## config.mk

```make
export PLATFORM = sky130hd
export DESIGN_NAME = collision_vector_gen
export DESIGN_NICKNAME = d
export VERILOG_FILES = /design/src/rtl/collision_vector_gen.sv
export SDC_FILE = /design/constraint.sdc
export NUM_CORES = 1
export LEC_CHECK = 0
export CAP_MARGIN = 20
export CORE_MARGIN = 2
export CORE_UTILIZATION = 57
export DETAILED_ROUTE_END_ITERATION = 12
export PLACE_DENSITY = 0.84
export SLEW_MARGIN = 10
export SYNTH_ARGS = -nofsm -noshare
export SYNTH_HDL_FRONTEND = slang
export SYNTH_SLANG_ARGS = --single-unit
```

## constraint.sdc

```tcl
create_clock -name clk -period 5.5 [get_ports clk]
set_clock_uncertainty 0.05 [all_clocks]
set_input_delay 1.65 -clock clk [delete_from_list [all_inputs] [get_ports clk]]
set_output_delay 1.65 -clock clk [all_outputs]
set_load 0.01 [all_outputs]
```

## src/rtl/collision_vector_gen.sv

```systemverilog
module collision_vector_gen #(
  parameter int STAGES = 4,
  parameter int COLS   = 8,
  localparam int LAT_W = $clog2(COLS)
) (
  input  logic                     clk,
  input  logic                     rst,
  input  logic                     start,
  input  logic [STAGES*COLS-1:0]   table_rows,
  output logic                     busy,
  output logic                     done,
  output logic [COLS-2:0]          cvec,
  output logic [LAT_W-1:0]         max_lat
);

  localparam logic [LAT_W-1:0] LAST_LAT = LAT_W'(COLS - 1);

  logic [STAGES*COLS-1:0] tbl_q;
  logic [LAT_W-1:0]       lat;
  logic [STAGES-1:0]      row_hit;
  logic                   hit;

  for (genvar s = 0; s < STAGES; s++) begin : g_row
    logic [COLS-1:0] row;
    assign row        = tbl_q[s*COLS +: COLS];
    assign row_hit[s] = |(row & (row >> lat));
  end

  assign hit = |row_hit;

  always_ff @(posedge clk) begin
    if (rst) begin
      tbl_q   <= '0;
      lat     <= '0;
      busy    <= 1'b0;
      done    <= 1'b0;
      cvec    <= '0;
      max_lat <= '0;
    end else begin
      done <= 1'b0;
      if (start) begin
        tbl_q   <= table_rows;
        lat     <= LAT_W'(1);
        busy    <= 1'b1;
        cvec    <= '0;
        max_lat <= '0;
      end else if (busy) begin
        if (hit) begin
          cvec[lat - LAT_W'(1)] <= 1'b1;
          max_lat               <= lat;
        end
        if (lat == LAST_LAT) begin
          busy <= 1'b0;
          done <= 1'b1;
        end else begin
          lat <= lat + LAT_W'(1);
        end
      end
    end
  end

  // only latencies 1..COLS-1 are ever tested
  p_lat_range_r2: assert property (@(posedge clk) disable iff (rst)
    busy |-> (lat >= LAT_W'(1)) && (lat <= LAST_LAT));

  p_done_pulse_r4: assert property (@(posedge clk) disable iff (rst)
    done |=> !done);

  p_done_ends_busy_r4: assert property (@(posedge clk) disable iff (rst)
    done |-> !busy && $past(busy));

  p_start_clears_r5: assert property (@(posedge clk) disable iff (rst)
    start |=> busy && (cvec == '0) && (max_lat == '0));

  p_max_zero_r3: assert property (@(posedge clk) disable iff (rst)
    done |-> ((max_lat == '0) == (cvec == '0)));

  p_max_top_r3: assert property (@(posedge clk) disable iff (rst)
    (done && max_lat != '0) |-> cvec[max_lat - LAT_W'(1)] && ((cvec >> max_lat) == '0));

  p_hold_r8: assert property (@(posedge clk) disable iff (rst)
    (!busy && !start) |=> $stable(cvec) && $stable(max_lat));

endmodule

```

==> results of run 1 <==
## cells in the final DEF (no fill, tap or decap), drive strengths merged, types with 2 or more instances in the layout
cell type	synthesis	final
a21oi	10	10
nand3	3	3
o21ai	14	14
nand2	15	15
dfxtp	47	47
and3	2	2
o31ai	2	2
buf	13	5
ha	3	3
nor3b	2	2
nand3b	2	2
clkbuf	14	6
a221oi	2	2
o311a	2	2
clkdlybuf4s50	0	45
inv	7	7
mux2	6	6
a22o	3	3
o221ai	5	5
a2bb2oi	4	4
a21boi	2	2
a41oi	2	2
a31oi	3	3
nor3	7	7
a32o	7	7
o22ai	3	3
nand2b	7	7
a311oi	2	2
a22oi	6	6
nor2	46	46
a211oi	4	4
mux2i	48	48
## per-stage QoR
| step | instance area (um^2) | utilization | hold slack [ns] | cells |
|---|---|---|---|---|
| after floorplan | 2780 | - | 0.411 | 313 |
| after global placement | 3220 | 0.682 | 0.396 | 403 |
| after detailed placement | 3220 | 0.682 | 0.408 | 403 |
| after CTS | 3320 | 0.703 | 0.425 | 411 |
| after global routing | 3320 | 0.703 | 0.445 | 411 |
| final | 3320 | 0.703 | 0.424 | 411 |
## routing by layer
metal	global-route usage	vias up	part of all wire
li1	-	1216	-
met5	0	-	0
met3	0.0412	14	0.075
met4	0.103	0	0.017
met1	0.356	1241	0.43
met2	0.441	131	0.48
## worst reg2reg max path, cell delays in order (launching register included)
cell and delay (ns):
dfxtp_1 0.71, buf_4 0.42, nand2b_1 0.26, a2bb2oi_1 0.20, a221oi_2 0.32, a31oi_1 0.13, nor3_2 0.28, a41oi_4 0.26
a32o_1 0.29
## power by group
| part | switching (mW) | internal [mW] |
|---|---|---|
| Clock | 0.120 | 0.103 |
| Combinational | 0.0708 | 0.0768 |
| Sequential | 0.0314 | 0.356 |
| Total | 0.222 | 0.536 |
## kinds of logic after synthesis
group	after synthesis	synth area share
compound gates	83	0.235
xor+xnor	2	0.00630
fa+ha+maj	3	0.0135
flops	47	0.339
mux	55	0.205
buf+inv	34	0.0558
simple gates	89	0.145
## registers in the layout (all words and copies together) (netlist names)
| register | flops |
|---|---|
| busy | 1 |
| cvec | 7 |
| done | 1 |
| lat | 3 |
| max_lat | 3 |
| tbl_q | 32 |
## worst max-delay path by stage
stage               slack, ns   from         to
global route             2.11    rst    cvec[6]
floorplan                2.55  start  tbl_q[15]
finish                   2.27    rst    cvec[6]
detailed placement       1.96    rst    cvec[6]
CTS                      2.27    rst    cvec[6]
global placement         2.03    rst    cvec[6]
## final cells by class
class	instances	area, um^2
clock inverters	2	16.3
flip-flops and latches	47	941
fillers	401	1410
clock buffers	6	82.6
inverters	7	26.3
multi-input cells	232	1680
well taps	67	83.8
repair buffers	50	485
==> flow_metrics.env, run 1 <==
export IMPL_drv_slew=0
export IMPL_worstPathMaxFanout=39
export IMPL_worstMarginPinSlew_ns=0.883
export IMPL_synth_ff_type="dfxtp_1"
export IMPL_crit_buf_inv=2
export IMPL_synth_top_cell_area_share=0.339
export IMPL_cts_path_max_buffers=2
export IMPL_hp_start="max_lat[1]"
export IMPL_grt_pass1_vias=2399
export IMPL_synth_area_leaders="dfxtp_1, mux2i_1, nor2_1"
export IMPL_cp_required_ns=5.70
export IMPL_post_place_ws_ns=1.96
export IMPL_cts_setup_buffers=0
export IMPL_hold_violations=0
export IMPL_critPathLaunchType="input port"
export IMPL_cts_resized=0
export IMPL_antenna_left=0
export IMPL_dieArea_mm2=0.00545
export IMPL_rsz0062_at_grt="no"
export IMPL_cts_root_buf="clkbuf_8"
export IMPL_synthTopCellsByCount="mux2i_1, dfxtp_1, nor2_1"
export IMPL_antenna_cells=0
export IMPL_syn_num_nets=351
export IMPL_crit_cells=5
export IMPL_drive_gt1_frac=0.0756
export IMPL_synth_async_reset_ratio=0
export IMPL_rr_worst_depth=8
export IMPL_ioPinCount=47
export IMPL_yosysWarnings=0
export IMPL_port_buffers=46
export IMPL_critical_path_top_delay_family="simple AND/OR/NAND/NOR gates"
export IMPL_hold_class="register to register"
export IMPL_cp_cell_sequence="clkdlybuf4s50_1 > buf_4 > nor2_1 > and3_1 > a32o_1"
export IMPL_routed_wl_mm=6.99
export IMPL_status="completed"
export IMPL_max_cap_violations=0
export IMPL_fin_total_pwr_mw=0.758
export IMPL_max_stage_delay_ns=0.71
export IMPL_grt_pass1_wl_mm=11.5
export IMPL_start_util=0.588
export IMPL_hold_depth=2
export IMPL_ys_ff_latch=47
export IMPL_setup_violations=0
export IMPL_setup_ws_ns=2.27
export IMPL_die_w_um=73.8
export IMPL_ir_drop_uv=127
export IMPL_synth_most_common_cell="mux2i_1"
export IMPL_drt_iter0_drc=408
export IMPL_syn_to_final_growth_pct=19.4
export IMPL_route_detailed_wl_per_inst_um=17.0
export IMPL_synth_cells=313
export IMPL_crit_arrival_ns=3.43
export IMPL_globalplace_congestion=0.964
export IMPL_synthDistinctLibCells=58
export IMPL_r2r_setup_slack_ns=2.47
export IMPL_nNetsFinal=381
export IMPL_cts_made_buffers=5
export IMPL_grtUsageTotal=0.270
export IMPL_synth_area_leader_cell="dfxtp_1"
export IMPL_yosysSeqAreaShare=0.339
export IMPL_setup_tns_ns=0
export IMPL_clock_sinks=47
export IMPL_worst_slew_margin_rel=0.411
export IMPL_power_density_mw_per_mm2=228
export IMPL_grt_max_degree=40
export IMPL_end_kind="register"
export IMPL_drcViolationCount=0
export IMPL_die_h_um=73.8
export IMPL_core_mm2=0.00472
export IMPL_avgSynthCellArea_um2=8.88
export IMPL_period_minus_slack_ns=3.23
export IMPL_antenna_found_initial=0
export IMPL_reg2reg_from="lat[1]"
export IMPL_via_count=2602
export IMPL_path_clk_slew_ns=0.09
export IMPL_viasPerCell=6.33
export IMPL_leakage_nw=1.26
export IMPL_hold_path_end="max_lat[1]"
export IMPL_holdBufCountCts=0
export IMPL_finalCritPeriodShare=0.588
export IMPL_grt_ovfl_total=0
export IMPL_crit_type="input port to register"
export IMPL_max_clock_freq_mhz=309
export IMPL_rows=25
export IMPL_hpwl_mm=4.79
export IMPL_syn_cell_area_mm2=0.00278
export IMPL_drtPass1Iterations=6
export IMPL_htreeDepth=2
export IMPL_clkLatencyLatePin_ns=0.31
export IMPL_cts_tree="built"
export IMPL_r2r_end="cvec[4]"
export IMPL_synth_enable_flop_cells=0
export IMPL_cpMaxStageDelayCell="nor2_1"
(Power assumes the default switching activity.)
==> run 2: changes to the inputs <==
Settings changed: CORE_UTILIZATION 57 to 53, PLACE_DENSITY 0.84 to 0.79.
Clock period 5.5 ns to 3.3 ns, I/O delays scaled along.
==> run 2 against run 1 <==
Critical path depth up 3. Largest power group unchanged. Register-to-register slack worse by 1.9 ns. Design area up 2.4%. Core utilization down 3.3 points. Routed wire length up 1.4%. First-iteration DRC count down 67%. Largest cell class unchanged. Critical endpoint unchanged. Global-route usage down 1.7 points. Critical path type is now register to register. Die area up 7.1%. Sequential power up 66%. Clock-buffer cell count unchanged.
==> flow_metrics.env, run 2 (synthesized netlist as in run 1, its figures left out) <==
export IMPL_cts_tree="built"
export IMPL_period_minus_slack_ns=2.72
export IMPL_htreeDepth=2
export IMPL_fin_util=0.670
export IMPL_rsz0062_at_grt="no"
export IMPL_start_util=0.548
export IMPL_drt_iter0_drc=134
export IMPL_power_density_mw_per_mm2=393
export IMPL_cts_made_buffers=5
export IMPL_finalCritPeriodShare=0.825
export IMPL_cts_resized=0
export IMPL_largest_reg_flops=32
export IMPL_holdBufCountCts=0
export IMPL_grt_ovfl_total=0
export IMPL_rows=26
export IMPL_route_detailed_wl_per_inst_um=16.9
export IMPL_hold_class="register to register"
export IMPL_core_mm2=0.00507
export IMPL_multi_input_area_mm2=0.00168
export IMPL_fin_cells=420
export IMPL_via_count=2484
export IMPL_drive_gt1_frac=0.0914
export IMPL_dp_cells=412
export IMPL_clkLatencyLatePin_ns=0.31
export IMPL_crit_arrival_ns=2.87
export IMPL_worst_slew_margin_rel=0.626
export IMPL_ioPinCount=47
export IMPL_status="completed"
export IMPL_layout_commonest_cell="mux2i_1"
export IMPL_antenna_found_initial=0
export IMPL_antenna_cells=0
export IMPL_cts_setup_buffers=0
export IMPL_end_kind="register"
export IMPL_cp_required_ns=3.45
export IMPL_grtUsageTotal=0.253
export IMPL_grt_max_degree=23
export IMPL_leakage_nw=1.30
export IMPL_drv_slew=0
export IMPL_fill_cells=469
export IMPL_reg_top3="tbl_q x32, cvec x7"
export IMPL_port_buffers=46
export IMPL_cts_root_buf="clkbuf_8"
export IMPL_clock_sinks=47
export IMPL_die_h_um=76.4
export IMPL_grt_pass1_wl_mm=11.9
export IMPL_largest_register="tbl_q"
export IMPL_globalplace_congestion=0.949
export IMPL_setup_violations=0
export IMPL_worstPathMaxFanout=20
export IMPL_max_clock_freq_mhz=367
export IMPL_hold_violations=0
export IMPL_drcViolationCount=0
export IMPL_cts_path_max_buffers=2
export IMPL_final_cell_mix="mux2i_1, dfxtp_1, nor2_1, clkdlybuf4s50_1, nand2_1"
export IMPL_path_clk_slew_ns=0.09
export IMPL_worstMarginPinSlew_ns=0.560
export IMPL_grt_pass1_vias=2325
export IMPL_setup_tns_ns=0
export IMPL_hpwl_mm=5.10
export IMPL_viasPerCell=5.91
export IMPL_seq_area_um2=941
export IMPL_ir_drop_uv=194
export IMPL_hold_ws_ns=0.412
export IMPL_max_cap_violations=0
export IMPL_syn_to_final_growth_pct=22.3
export IMPL_routed_wl_mm=7.08
export IMPL_die_w_um=76.4
export IMPL_antenna_left=0
export IMPL_crit_type="register to register"
export IMPL_dieArea_mm2=0.00584
export IMPL_drtPass1Iterations=4
export IMPL_critPathLaunchType="register"
export IMPL_nNetsFinal=387
-- run 2: cell types whose count changed in the layout (fill, tap and decap cells not counted), sizes merged --
cell | before | now
bufinv | 0 | 1
clkinvlp | 1 | 0
buf | 5 | 11
-- run 2: power breakdown --
part | internal, mW | leakage, nW | total [mW] | switching, mW
Sequential | 0.594 | 0.386 | 0.643 | 0.0494
Combinational | 0.132 | 0.857 | 0.252 | 0.120
Clock | 0.245 | 0.0612 | 0.440 | 0.195
Total | 0.971 | 1.30 | 1.34 | 0.364
-- run 2: layout make-up --
type | instances | share of cell area
Clock buffer | 6 | 0.0243
Clock inverter | 2 | 0.0103
Inverter | 7 | 0.00773
Multi-Input combinational cell | 232 | 0.495
Sequential cell | 47 | 0.277
Tap cell | 70 | 0.0258
Timing Repair Buffer | 56 | 0.160
-- run 2: final timing paths --
check | start | to | slack (ns) | cells after the start
setup reg to reg | lat[0] | cvec[6] | 0.58 | 8
hold / removal | max_lat[0] | max_lat[0] | 0.41 | 2
hold reg to reg | max_lat[0] | max_lat[0] | 0.41 | 2
setup / recovery | lat[0] | cvec[6] | 0.58 | 8
-- run 2: worst max-delay path, stage by stage, from the launching register on --
cell and delay, ns:
dfxtp_1 0.49, buf_4 0.29, nand2b_1 0.30, a2bb2oi_1 0.20
a211oi_1 0.32, a22oi_1 0.14, nor3_2 0.27, a41oi_4 0.26
a32o_1 0.29
-- run 2: metal layers --
layer,part of all wire,global-route usage,up-vias
met3,0.057,0.0438,12
met1,0.48,0.347,1163
met4,0.016,0.109,0
met2,0.45,0.390,76
li1,-,-,1233
met5,0,0,-
-- run 2: stage by stage --
step           power (mW)  instance area, um^2  worst slack (ns)
4_1_cts              1.34                 3400             0.623
5_1_grt              1.40                 3400             0.423
3_5_place_dp        0.906                 3280             0.646
6_report             1.34                 3400             0.576
3_3_place_gp        0.902                 3280             0.693
2_1_floorplan       0.813                 2780              1.01
